[config.mk]
export PLATFORM = sky130hd
export DESIGN_NAME = bank_combiner
export DESIGN_NICKNAME = d
export VERILOG_FILES = /design/src/rtl/bc_pkg.sv /design/src/rtl/prg_map.sv /design/src/rtl/chr_latch.sv /design/src/rtl/chr_map.sv /design/src/rtl/bank_combiner.sv
export SDC_FILE = /design/constraint.sdc
export NUM_CORES = 1
export LEC_CHECK = 0
export BUFFER_PORTS_ARGS = -buffer_cell sky130_fd_sc_hd__buf_2
export CORE_AREA = 2 2 79 81
export CTS_CLUSTER_SIZE = 16
export DETAILED_ROUTE_END_ITERATION = 12
export DIE_AREA = 0 0 81 83
export PLACE_DENSITY_LB_ADDON = 0.05
export SLEW_MARGIN = 30
export SYNTH_ARGS = -nofsm -noshare
export SYNTH_HDL_FRONTEND = slang
export SYNTH_HIERARCHICAL = 1
export SYNTH_SLANG_ARGS = --single-unit
[constraint.sdc]
create_clock -name clk -period 5.3 [get_ports clk]
set_input_delay 1.59 -clock clk [delete_from_list [all_inputs] [get_ports clk]]
set_output_delay 1.59 -clock clk [all_outputs]
set_load 0.01 [all_outputs]
[src/rtl/bc_pkg.sv]
// Shared constants for the bank combiner: PRG mode codes and mask widths.
package bc_pkg;
    localparam logic [2:0] PRG_M512 = 3'd0;
    localparam logic [2:0] PRG_M256 = 3'd1;
    localparam logic [2:0] PRG_M128 = 3'd2;
    localparam logic [2:0] PRG_F16  = 3'd3;

    // Bits of an 8 KiB bank number kept from the inner bank for a switchable mode.
    function automatic int unsigned prg_inner_bits(input logic [2:0] mode);
        case (mode)
            PRG_M512: return 6;
            PRG_M256: return 5;
            default:  return 4;
        endcase
    endfunction
endpackage

[src/rtl/prg_map.sv]
// PRG address mapper. Merges the windowed inner 8 KiB bank with the 16 KiB
// outer base, or uses the base alone in the fixed 16/32 KiB modes.
// Assumes cpu_addr[14:13] selects the window ($8000 = window 0).
module prg_map import bc_pkg::*; #(
    parameter int PRG_AW = 24,
    parameter int IB_W   = 8
) (
    input  logic [14:0]               cpu_addr,
    input  logic [3:0][IB_W-1:0]      bank_win,
    input  logic [2:0]                mode,
    input  logic [PRG_AW-15:0]        base,
    output logic [PRG_AW-1:0]         addr
);
    localparam int BW = PRG_AW - 13;

    logic [BW-1:0] inner, base8, mask;

    // Builds the inner bank, the base in 8 KiB units and the mode mask.
    always_comb begin
        inner = BW'(bank_win[cpu_addr[14:13]]);
        base8 = {base, 1'b0};
        mask  = BW'((1 << prg_inner_bits(mode)) - 1);
    end

    // Chooses between the masked merge and the fixed windows.
    always_comb begin
        case (mode)
            PRG_M512, PRG_M256, PRG_M128:
                addr = {(inner & mask) | (base8 & ~mask), cpu_addr[12:0]};
            PRG_F16:
                addr = {base, cpu_addr[13:0]};
            default:
                addr = {base[PRG_AW-15:1], cpu_addr[14:0]};
        endcase
    end
endmodule

[src/rtl/chr_latch.sv]
// Small CHR page latch. Loads on CPU writes to $8000-$9FFF or $C000-$FFFF
// while latched mode is active; the clear pulse has priority.
module chr_latch #(
    parameter int LW = 2
) (
    input  logic          clk,
    input  logic          rst_n,
    input  logic [15:13]  cpu_hi,
    input  logic          cpu_wr,
    input  logic          active,
    input  logic          clr,
    input  logic [LW-1:0] din,
    output logic [LW-1:0] q
);
    logic hit;

    // Decodes the two address ranges that load the latch.
    always_comb hit = cpu_hi[15] && (cpu_hi[14:13] != 2'b01);

    // Holds the latch; reset and clear zero it, a qualified write loads it.
    always_ff @(posedge clk) begin
        if (!rst_n || clr)
            q <= '0;
        else if (cpu_wr && active && hit)
            q <= din;
    end
endmodule

[src/rtl/chr_map.sv]
// CHR address mapper with banked, plain and latched paths, plus the CHR
// RAM/ROM select. Assumes ppu_addr[12:10] selects the 1 KiB window.
module chr_map import bc_pkg::*; #(
    parameter int CHR_AW = 21,
    parameter int IB_W   = 8,
    parameter int LW     = 2
) (
    input  logic [12:0]               ppu_addr,
    input  logic [7:0][IB_W-1:0]      bank_win,
    input  logic [2:0]                prg_mode,
    input  logic                      size_sel,
    input  logic                      fixed,
    input  logic                      latched,
    input  logic [CHR_AW-14:0]        base,
    input  logic [LW-1:0]             latch,
    input  logic                      all_ram,
    input  logic                      mixed,
    output logic [CHR_AW-1:0]         addr,
    output logic                      ram_sel
);
    localparam int BW     = CHR_AW - 10;
    localparam int BASE_W = CHR_AW - 13;

    logic [BW-1:0]     inner, base1k, m1k;
    logic [BASE_W-1:0] lat8, m8;

    // Picks the 1 KiB mask for banked mode and the 8 KiB mask for latched mode.
    always_comb begin
        if (!size_sel)
            m1k = BW'(9'h0FF);
        else
            m1k = BW'((1 << (prg_inner_bits(prg_mode) + 3)) - 1);
        m8     = size_sel ? BASE_W'(1) : BASE_W'(3);
        inner  = BW'(bank_win[ppu_addr[12:10]]);
        base1k = {base, 3'b000};
        lat8   = BASE_W'(latch);
    end

    // Chooses one of the three CHR address paths.
    always_comb begin
        if (!fixed)
            addr = {(inner & m1k) | (base1k & ~m1k), ppu_addr[9:0]};
        else if (latched)
            addr = {(lat8 & m8) | (base & ~m8), ppu_addr[12:0]};
        else
            addr = {base, ppu_addr[12:0]};
    end

    // Routes to RAM when forced or when mixed mode hits the first 8 KiB.
    always_comb ram_sel = all_ram || (mixed && (addr[CHR_AW-1:13] == '0));
endmodule

[src/rtl/bank_combiner.sv]
// Top of the inner/outer bank address combiner. Wires the PRG mapper, the
// CHR latch and the CHR mapper. Assumes decoded mode fields as inputs.
module bank_combiner #(
    parameter int PRG_AW = 24,
    parameter int CHR_AW = 21,
    parameter int IB_W   = 8,
    parameter int LW     = 2
) (
    input  logic                      clk,
    input  logic                      rst_n,
    input  logic [15:0]               cpu_addr,
    input  logic                      cpu_wr,
    input  logic [LW-1:0]             latch_data,
    input  logic [12:0]               ppu_addr,
    input  logic [3:0][IB_W-1:0]      prg_bank,
    input  logic [7:0][IB_W-1:0]      chr_bank,
    input  logic [2:0]                prg_mode,
    input  logic [PRG_AW-15:0]        prg_base,
    input  logic [CHR_AW-14:0]        chr_base,
    input  logic                      chr_size_sel,
    input  logic                      chr_fixed,
    input  logic                      chr_latched,
    input  logic                      chr_all_ram,
    input  logic                      chr_mixed,
    input  logic                      latch_clr,
    output logic [PRG_AW-1:0]         prg_addr,
    output logic [CHR_AW-1:0]         chr_addr,
    output logic                      chr_ram_sel
);
    logic [LW-1:0] latch_q;
    logic          latch_mode;

    // Latched CHR mode is the fixed path with the latch selected.
    always_comb latch_mode = chr_fixed && chr_latched;

    prg_map #(.PRG_AW(PRG_AW), .IB_W(IB_W)) u_prg (
        .cpu_addr (cpu_addr[14:0]),
        .bank_win (prg_bank),
        .mode     (prg_mode),
        .base     (prg_base),
        .addr     (prg_addr)
    );

    chr_latch #(.LW(LW)) u_lat (
        .clk    (clk),
        .rst_n  (rst_n),
        .cpu_hi (cpu_addr[15:13]),
        .cpu_wr (cpu_wr),
        .active (latch_mode),
        .clr    (latch_clr),
        .din    (latch_data),
        .q      (latch_q)
    );

    chr_map #(.CHR_AW(CHR_AW), .IB_W(IB_W), .LW(LW)) u_chr (
        .ppu_addr (ppu_addr),
        .bank_win (chr_bank),
        .prg_mode (prg_mode),
        .size_sel (chr_size_sel),
        .fixed    (chr_fixed),
        .latched  (chr_latched),
        .base     (chr_base),
        .latch    (latch_q),
        .all_ram  (chr_all_ram),
        .mixed    (chr_mixed),
        .addr     (chr_addr),
        .ram_sel  (chr_ram_sel)
    );
endmodule

==> flow_metrics.py <==
metrics = {
    "placement": {
        "dp_hpwl_mm": 4.35,
        "gp_congestion": 0.680,
        "port_buffers": 138,
    },
    "worst_setup_path": {
        "cp_max_fo": 16,
        "crit_required_ns": 3.71,
        "endpoint_kind": "output port",
        "arrival_ns": 3.56,
        "worstPathCellList": "buf_2, buf_12, mux4_2, and3_1, a221o_1, or3_1, o31ai_2, buf_2",
        "cpPeakStageDelay_ns": 0.52,
        "reg2reg_depth": 2,
        "cp_slowest_cell": "mux4_2",
        "crit_path_start": "ppu_addr[10]",
        "criticalPathCategory": "primary input to output port",
        "worstSetupEndpoint": "chr_ram_sel",
        "rrSetupSlack_ns": 4.68,
        "start_kind": "primary input",
        "cpMostUsedCell": "buf_2",
        "rr_startpoint": "u_lat/q[1]",
        "r2r-end": "u_lat/q[1]",
    },
    "hold_path": {
        "min_path_type": "flop to flop",
    },
    "routing": {
        "wl_per_cell_um": 15.6,
        "dr_total_vias": 1476,
        "drt_pass1_iterations": 4,
        "wl_mm": 4.89,
        "avgViaCountPerCell": 4.72,
        "drc_errors": 0,
        "ant_nets": 0,
        "drt-initial-drc-count": 28,
    },
    "yosys": {
        "synth-seq-cells": 2,
        "synth_top_area_cell": "mux4_2",
        "synthFlopType": "dfxtp_1",
        "synth_top_area_share_pct": 26.3,
        "ys_warn_count": 6,
        "synth.area.top_cells": "mux4_2, buf_4, mux2i_1, mux4_1, mux2_2",
        "synth_seq_area_share_pct": 3.34,
        "synth_area_um2": 1200,
        "synth_edf_count": 0,
        "syn_inst": 132,
        "ys_types": 35,
        "synth-async-reset-ratio_pct": 0,
        "syn_area_per_cell_um2": 9.09,
        "yosysMostFrequentCell": "buf_4",
        "syn-num-nets": 289,
        "synthTopCellsByCount": "buf_4, mux4_2, mux2i_1",
    },
    "sta": {
        "worst_pin_slew_ns": 0.430,
        "final_max_slew_viol_count": 0,
        "timing.hold.ws_ns": 0.478,
        "post-route-min-period_ns": 5.15,
        "maxSlewHeadroom_pct": 71.3,
        "finClkSkew_ns": 0,
        "fmax_ghz": 0.194,
        "rsz0062_at_grt": "no",
        "setup_tns_ns": 0,
        "finalCritPeriodShare_pct": 97.2,
        "setup_violations": 0,
        "hold_viol": 0,
    },
    "pwr": {
        "leakagePower_nw": 0.934,
        "pwr_density_cell_nw_per_um2": 116,
        "ir_drop_v": 0.0000505,
    },
    "clock_network": {
        "cts-buffers-inserted": 3,
        "cts_htree_levels": 1,
        "cts_tree": "yes",
        "postCtsResizedCells": 0,
        "cts.sinks": 2,
        "insertion_delay_ns": 0.21,
        "cts-root-buf": "clkbuf_8",
        "hold_buffers": 0,
        "clk_path_buf_depth": 2,
        "post_cts_buffers": 0,
        "clk_pin_slew_ns": 0.03,
    },
    "status": {
        "status": "complete, no violations",
    },
    "floorplan": {
        "die_x_um": 81,
        "dieArea_um2": 6720,
        "fp.dieH_um": 83,
        "io_pins": 203,
        "rows": 28,
        "start_util_pct": 20.6,
        "core_area_um2": 5820,
    },
    "layout": {
        "largest_reg_flops": 2,
        "largest-register": "u_lat/q",
        "drive_gt1_share_pct": 70.2,
        "n_antenna_cell": 0,
        "area_growth_pct": 50.9,
        "nets": 397,
        "reg.largest.list": "u_lat/q (2)",
    },
    "flow_run": {
        "maxCapViolCount": 0,
    },
    "grt": {
        "grt_pass1_wl_mm": 7.44,
        "grtUsageTotal_pct": 14.1,
        "met2_usage_pct": 27.5,
        "grt_use_met1_pct": 14.2,
        "grt_pass1_vias": 1591,
        "antenna_found_initial": 0,
        "grt_max_degree": 17,
        "top_usage_layer": "met2",
        "met3_usage_pct": 3.80,
        "grt_overflow": 0,
    },
}
-- final cells by class --
class	instances	area, um2
inverters	2	7.51
multi-input cells	91	910
flip-flops and latches	2	40.0
repair buffers	140	718
clock buffers	3	41.3
well taps	75	93.8
fillers	672	4010
-- layout by cell type (no fill, tap or decap) --
master    count
a211o_1       2
a21boi_0      1
a21boi_1      2
a21oi_1       3
a221o_1       2
a311o_1       1
a31oi_1       1
and2_1        1
and3_1        2
buf_12        1
buf_2       138
buf_4         1
clkbuf_8      3
dfxtp_1       2
inv_1         2
mux2_2        6
mux2_4        1
mux2i_1      10
mux4_1        3
mux4_2       14
nand2_1       9
nand2b_1      1
nand3_1       4
nand3b_1      1
nand4b_1      1
nor2_1        6
nor2b_1       4
nor3_1        2
o21ai_0       6
o22ai_1       3
o31ai_2       1
or2_2         1
or3_1         2
or3b_2        1
-- metrics by stage --
| step | setup slack (ns) | cell area [um2] | cells | total power [mW] | util (%) |
|---|---|---|---|---|---|
| floorplan | 0.338 | 1200 | 132 | 0.104 | - |
| global placement | 0.142 | 1770 | 310 | 0.153 | 30.4 |
| detailed placement | 0.135 | 1770 | 310 | 0.153 | 30.4 |
| CTS | 0.132 | 1810 | 313 | 0.214 | 31.1 |
| global route | 0.0406 | 1810 | 313 | 0.228 | 31.1 |
| finish | 0.148 | 1810 | 313 | 0.209 | 31.1 |
-- routing by layer --
layer,part of all wire (%),up-vias
met2,51,113
met5,0,-
met3,13,8
met1,35,663
met4,0.90,0
li1,-,692
-- cells by family after synthesis --
kind of cell	after synthesis	synth area share (%)
buffers and inverters	39	20.9
AOI/OAI and AO/OA	22	12.7
and+or+nand+nor	35	15.0
DFF	2	3.34
muxes	34	48.1
-- report_power, final --
| part | internal [mW] | leakage, nW | switching, mW |
|---|---|---|---|
| combinational | 0.0792 | 0.897 | 0.0556 |
| clock | 0.0480 | 0.0216 | 0.0113 |
| sequential | 0.0153 | 0.0161 | 0.0000470 |
| total | 0.142 | 0.934 | 0.0669 |
-- worst min path at each step --
| stage | start | to | slack, ns | cells after the start |
|---|---|---|---|---|
| 6_report | u_lat/q[0] | u_lat/q[0] | 0.48 | 2 |
| 5_1_grt | u_lat/q[0] | u_lat/q[0] | 0.52 | 2 |
| 4_1_cts | u_lat/q[0] | u_lat/q[0] | 0.48 | 2 |
| 3_5_place_dp | u_lat/q[0] | u_lat/q[0] | 0.48 | 2 |
| 3_3_place_gp | u_lat/q[0] | u_lat/q[0] | 0.48 | 2 |
| 2_1_floorplan | u_lat/q[0] | u_lat/q[0] | 0.45 | 2 |
-- critical path, delay by kind of cell --
family                 cells  cell delay [ns]
AO/OA/AOI/OAI              2             0.45
buffers and inverters      3             0.47
AND/OR/NAND/NOR            2             0.51
multiplexers               1             0.52
(Power assumes the default switching activity.)
